**src/rtl/dio_pkg.sv**
```systemverilog
package dio_pkg;
  localparam int OFS_W = 2;
  localparam int DW    = 8;

  // Register offsets inside the 4-byte window
  typedef enum logic [OFS_W-1:0] {
    REG_PA  = 2'd0,
    REG_PB  = 2'd1,
    REG_LED = 2'd2,
    REG_DIR = 2'd3
  } reg_sel_e;

  // Readback source of one port: latch when driving, pins when released
  function automatic logic [DW-1:0] port_view(input logic drive,
                                               input logic [DW-1:0] latch,
                                               input logic [DW-1:0] pins);
    return drive ? latch : pins;
  endfunction
endpackage

```
**src/rtl/dio_sync.sv**
```systemverilog
module dio_sync #(
  parameter int W      = 8,
  parameter int STAGES = 2
) (
  input  logic         clk,
  input  logic         rst_n,
  input  logic [W-1:0] d,
  output logic [W-1:0] q
);
  logic [W-1:0] stage [STAGES];

  always_ff @(posedge clk or negedge rst_n) begin
    if (!rst_n) stage[0] <= '0;
    else        stage[0] <= d;
  end

  for (genvar i = 1; i < STAGES; i++) begin : g_chain
    always_ff @(posedge clk or negedge rst_n) begin
      if (!rst_n) stage[i] <= '0;
      else        stage[i] <= stage[i-1];
    end
  end

  assign q = stage[STAGES-1];

  // first stage captures the pad level of the previous edge
  a_r5_first_stage: assert property (@(posedge clk) disable iff (!rst_n)
    1'b1 |=> stage[0] == $past(d));
endmodule

```
**src/rtl/dio_port.sv**
```systemverilog
module dio_port #(
  parameter int DW = 8
) (
  input  logic          clk,
  input  logic          rst_n,
  input  logic          wr_stb,
  input  logic [DW-1:0] wdata,
  input  logic          drive,
  input  logic [DW-1:0] pin_sync,
  output logic [DW-1:0] latch_q,
  output logic [DW-1:0] rd_val
);
  import dio_pkg::*;

  always_ff @(posedge clk or negedge rst_n) begin
    if (!rst_n)      latch_q <= '0;
    else if (wr_stb) latch_q <= wdata;
  end

  assign rd_val = port_view(drive, latch_q, pin_sync);

  // a write strobe loads the latch by the next cycle
  a_r1_latch_load: assert property (@(posedge clk) disable iff (!rst_n)
    wr_stb |=> latch_q == $past(wdata));
  // without a strobe the latch holds, whatever the direction
  a_r8_latch_hold: assert property (@(posedge clk) disable iff (!rst_n)
    !wr_stb |=> $stable(latch_q));
endmodule

```
**src/rtl/dio_ctrl.sv**
```systemverilog
module dio_ctrl #(
  parameter int NPORT = 2
) (
  input  logic             clk,
  input  logic             rst_n,
  input  logic             dir_we,
  input  logic             led_we,
  input  logic [NPORT-1:0] dir_wdata,
  input  logic             led_wdata,
  output logic [NPORT-1:0] dir_q,
  output logic             led_q
);
  always_ff @(posedge clk or negedge rst_n) begin
    if (!rst_n)      dir_q <= '0;
    else if (dir_we) dir_q <= dir_wdata;
  end

  always_ff @(posedge clk or negedge rst_n) begin
    if (!rst_n)      led_q <= 1'b1;
    else if (led_we) led_q <= led_wdata;
  end

  // direction write lands one cycle later
  a_r2_dir_load: assert property (@(posedge clk) disable iff (!rst_n)
    dir_we |=> dir_q == $past(dir_wdata));
  // lamp bit write lands one cycle later
  a_r6_led_load: assert property (@(posedge clk) disable iff (!rst_n)
    led_we |=> led_q == $past(led_wdata));
  // control state only moves on a strobe
  a_r7_ctrl_hold: assert property (@(posedge clk) disable iff (!rst_n)
    !(dir_we || led_we) |=> $stable(dir_q) && $stable(led_q));
endmodule

```
**src/rtl/dio_regblk.sv**
```systemverilog
module dio_regblk #(
  parameter int DW    = 8,
  parameter int NPORT = 2
) (
  input  logic                  clk,
  input  logic                  rst_n,
  input  logic                  host_cs,
  input  logic                  host_wr,
  input  logic [1:0]            host_addr,
  input  logic [DW-1:0]         host_wdata,
  output logic [DW-1:0]         rd_data,
  input  logic [NPORT*DW-1:0]   pad_in,
  output logic [NPORT*DW-1:0]   pad_out,
  output logic [NPORT-1:0]      pad_oe,
  output logic                  led_n
);
  import dio_pkg::*;

  localparam int SYNC_STAGES = 2;

  logic              wr_cyc;
  logic [NPORT-1:0]  port_we;
  logic              dir_we;
  logic              led_we;
  logic [NPORT-1:0]  dir_q;
  logic              led_q;
  logic [DW-1:0]     port_rd [NPORT];
  logic [NPORT*DW-1:0] pin_sync;
  logic [DW-1:0]     rd_mux;

  assign wr_cyc = host_cs && host_wr;
  assign dir_we = wr_cyc && (host_addr == REG_DIR);
  assign led_we = wr_cyc && (host_addr == REG_LED);

  dio_sync #(.W(NPORT*DW), .STAGES(SYNC_STAGES)) u_sync (
    .clk   (clk),
    .rst_n (rst_n),
    .d     (pad_in),
    .q     (pin_sync)
  );

  dio_ctrl #(.NPORT(NPORT)) u_ctrl (
    .clk       (clk),
    .rst_n     (rst_n),
    .dir_we    (dir_we),
    .led_we    (led_we),
    .dir_wdata (host_wdata[NPORT-1:0]),
    .led_wdata (host_wdata[0]),
    .dir_q     (dir_q),
    .led_q     (led_q)
  );

  for (genvar k = 0; k < NPORT; k++) begin : g_port
    assign port_we[k] = wr_cyc && (host_addr == 2'(k));
    dio_port #(.DW(DW)) u_port (
      .clk      (clk),
      .rst_n    (rst_n),
      .wr_stb   (port_we[k]),
      .wdata    (host_wdata),
      .drive    (dir_q[k]),
      .pin_sync (pin_sync[k*DW +: DW]),
      .latch_q  (pad_out[k*DW +: DW]),
      .rd_val   (port_rd[k])
    );
  end

  always_comb begin
    rd_mux = '0;
    for (int k = 0; k < NPORT; k++)
      if (host_addr == 2'(k)) rd_mux = port_rd[k];
    if (host_addr == REG_DIR) rd_mux[NPORT-1:0] = dir_q;
  end

  assign rd_data = host_cs ? rd_mux : '0;
  assign pad_oe  = dir_q;
  assign led_n   = ~led_q;

  // a driving port reads back what it drives on the pads
  a_r4_drive_readback: assert property (@(posedge clk) disable iff (!rst_n)
    (host_cs && host_addr == REG_PA && pad_oe[0]) |-> rd_data == pad_out[DW-1:0]);
  // lamp pin follows the written bit, inverted, one cycle on
  a_r6_lamp_pin: assert property (@(posedge clk) disable iff (!rst_n)
    led_we |=> led_n == !$past(host_wdata[0]));
  // nothing moves without chip select
  a_r7_no_cs_write: assert property (@(posedge clk) disable iff (!rst_n)
    !host_cs |=> $stable(pad_out) && $stable(pad_oe) && $stable(led_n));
endmodule

```
**config.mk**
```make
export PLATFORM = sky130hd
export DESIGN_NAME = dio_regblk
export DESIGN_NICKNAME = d
export VERILOG_FILES = /design/src/rtl/dio_pkg.sv /design/src/rtl/dio_sync.sv /design/src/rtl/dio_port.sv /design/src/rtl/dio_ctrl.sv /design/src/rtl/dio_regblk.sv
export SDC_FILE = /design/constraint.sdc
export NUM_CORES = 1
export LEC_CHECK = 0
export BUFFER_PORTS_ARGS = -buffer_cell sky130_fd_sc_hd__buf_2
export CORE_ASPECT_RATIO = 1.2
export CORE_UTILIZATION = 41
export CTS_BUF_LIST = sky130_fd_sc_hd__clkbuf_16
export DETAILED_ROUTE_END_ITERATION = 8
export PLACE_DENSITY = 0.66
export SLEW_MARGIN = 25
export SYNTH_ARGS = -nofsm -noshare
export SYNTH_HDL_FRONTEND = slang
export SYNTH_SLANG_ARGS = --single-unit
```
**constraint.sdc**
```tcl
create_clock -name clk -period 1.5 [get_ports clk]
set_input_delay 0.225 -clock clk [delete_from_list [all_inputs] [get_ports clk]]
set_output_delay 0.225 -clock clk [all_outputs]
set_load 0.05 [all_outputs]
```
==> impl_metrics.toml <==
[setup_path]
ff2ff_path_depth = 2
startpoint = "u_ctrl.dir_q[1]$_DFFE_PN0P_"
arrival_ps = 1500
endpoint = "rd_data[0]"
reg2reg_from = "u_ctrl.dir_q[0]$_DFFE_PN0P_"
r2r_setup_slack_ps = 570
worstPathRequired_ps = 1270
cp-start-kind = "flip-flop"
crit_type = "flip-flop to output port"
end_kind = "output port"
path_max_fanout = 5
timing.rr.end = "u_ctrl.dir_q[0]$_DFFE_PN0P_"

[logic_synthesis]
ys_seq_area_frac = 0.676
syn-cell-area_sq_um = 1890
synth_nets = 155
yosysWarningCount = 0
yosys.cell_types.count = 27
ys_ff_latch = 51
yosys.area_share.simple = 0.0709
synth_top_area_share = 0.662
synthAdderAreaFrac = 0
synth_top_family_by_area = "multiplexers"
synth_cells = 125
synth_mux_area_frac = 0.188
synth_xor_xnor_area_share = 0
yosys-top-cells-area = "dfrtp_1, mux2_2, mux2i_1, o22ai_1, and2_1"
syn_avg_cell_area_sq_um = 15.1
synth_compound_area_frac = 0.0377
synth_top_cell_by_area = "dfrtp_1"

[cells_and_area]
instances_no_fill = 252
final_common_cell = "dfrtp_1"
areaGrowthSynthToFinish_pct = 34.6
final_nets = 225
design_area_sq_um = 2540
drive_above_1_share = 0.592
layout_common_cells = "dfrtp_1, buf_2, mux2_2"
n_antenna_cell = 0

[detailed_routing]
via_per_inst = 4.83
route.vias.total = 1216
drt_iter0_drc = 45
drtAntennaViolNets = 0
post_drt_wl_per_cell_um = 15.2
drc = 0
drt_wl_total_um = 3840
dr.pass1.iters = 4

[floorplanning]
dieHeight_um = 76.4
rows = 26
die_area_sq_um = 4880
start_util = 0.437
top_level_ports = 57
chipWidth_um = 64.0
core-area_sq_um = 4330

[clock_network]
cts_root_buffer = "clkbuf_16"
h-tree-depth = 2
cts_buffers = 5
worst_skew_pair.late_latency_ps = 280
clockBufferDepth = 2
clk_pin_slew_worst_paths_ps = 60
cts_tree = "done"
cts_sinks = 51

[flow_run]
max-cap-violations = 0

[pwr]
p_total_mw = 3.84
p_per_area_nw_per_um2 = 1510
ir_worst_vdd_v = 0.00103
p_clk_frac = 0.271
intPower_mw = 2.55
switchingPower_mw = 1.29
power_frac_comb = 0.300
sw_frac_of_total = 0.336
pwr-share-seq = 0.428
p_leak_nw = 1.22

[timing]
rsz0062_at_grt = "yes"
worst_hold_slack_ps = 44.0
slew_headroom = 0.763
slew_viol_final = 0
hold_viol = 0
fin_skew_ps = 1.61
fin_ws_ps = -222
min_period_over_period = 1.15
setup_violations = 8
clock.fmax_mhz = 581
tightest_slew_ps = 356
min_period_ps = 1720

[place]
dp_hpwl_um = 2850
placed_cell_area_sq_um = 2310
port-buffer-count = 56
dp_cells = 243
place_congestion = 0.746

[global_routing]
overflow = 0
grt_max_degree = 31
antenna_found_initial = 0
grt_pass1_vias = 1261
grt_pass1_wl_um = 6190
grtUsageTotal = 0.171

[outcome]
run_status = "finished, violations left"
violations = "setup timing"

[min_path]
hold_class = "primary input to flip-flop"
synth_stat cells:
cell / number
nand3_2: 1
buf_2: 2
o31a_2: 1
nand4b_1: 1
and3_4: 1
nand3_1: 2
mux2i_1: 13
o211ai_1: 1
and2_1: 6
clkbuf_1: 2
nor2_2: 1
dfrtp_1: 50
nand2b_1: 1
mux2_2: 20
nand4_1: 1
a21oi_1: 1
and2b_2: 1
buf_6: 1
inv_1: 2
and2_2: 1
o22ai_1: 7
o21ai_0: 1
buf_4: 2
or2_2: 1
dfstp_2: 1
nand2_1: 3
nor2_1: 1
timing repair:
| action | CTS | global route |
|---|---|---|
| hold buffers | 1 | 0 |
| setup endpoints to repair | 8 | 8 |
| endpoints found under the hold margin | 50 | 0 |
| pin swaps | 4 | 1 |
| buffers inserted | 0 | 0 |
| gates resized for setup | 21 | 3 |
layout make-up:
class | count | area, sq um
fill | 373 | 1780
clock buffer | 5 | 125
clock inverter | 3 | 12.5
multi-input combinational | 65 | 601
tap | 56 | 70.1
timing repair buffer | 70 | 449
sequential | 51 | 1280
inverter | 2 | 7.51
flip-flops by register name, summed over array words and instances (netlist names):
register,flops
u_sync.q,16
u_ctrl.led_q,1
u_sync.stage,16
u_ctrl.dir_q,2
g_port.u_port.latch_q,16
power groups by stage:
stage	registers, mW	clock network, mW	logic [mW]
floorplan	1.98	0	0.464
global placement	1.65	0	1.08
detailed placement	1.66	0	1.10
CTS	1.64	1.07	1.15
global route	1.66	1.13	1.21
finish	1.64	1.04	1.15
worst min-delay path by stage:
stage	startpoint	endpoint	slack, ps	depth (start not counted)
3_3_place_gp	rst_n	u_sync.q[6]$_DFF_PN0_	230	2
6_report	pad_in[1]	u_sync.stage[17]$_DFF_PN0_	40	1
2_1_floorplan	rst_n	g_port[0].u_port.latch_q[0]$_DFFE_PN0P_	-70	0
5_1_grt	pad_in[8]	u_sync.stage[24]$_DFF_PN0_	40	1
4_1_cts	pad_in[8]	u_sync.stage[24]$_DFF_PN0_	40	1
3_5_place_dp	rst_n	u_sync.q[2]$_DFF_PN0_	220	2
cell families (layout without fill, tap and decap cells):
| group | after synthesis | after routing |
|---|---|---|
| flip-flops | 51 | 51 |
| multiplexers | 33 | 33 |
| AO/OA/AOI/OAI | 11 | 11 |
| buffers and inverters | 9 | 80 |
| AND/OR/NAND/NOR | 21 | 21 |
per-layer routing:
layer | global-route usage | wire length [um]
met5 | 0 | 0
met4 | 0.0341 | 27
met3 | 0.0539 | 183
met2 | 0.300 | 2100
met1 | 0.204 | 1530
stage by stage:
step	setup WS [ps]	TNS (ps)	utilization
after floorplan	-113	-158	-
after global placement	-27.5	-92.0	0.534
after detailed placement	-38.8	-191	0.534
after CTS	-236	-1530	0.585
after global routing	-283	-2000	0.588
final	-222	-1490	0.588
critical path, stage by stage (launching register included):
cell	delay (ps)
dfrtp_1	410
buf_6	140
mux2_4	290
nand3_2	70
o211ai_1	90
buf_4	200
No activity file was read; power rests on OpenSTA's default activity.
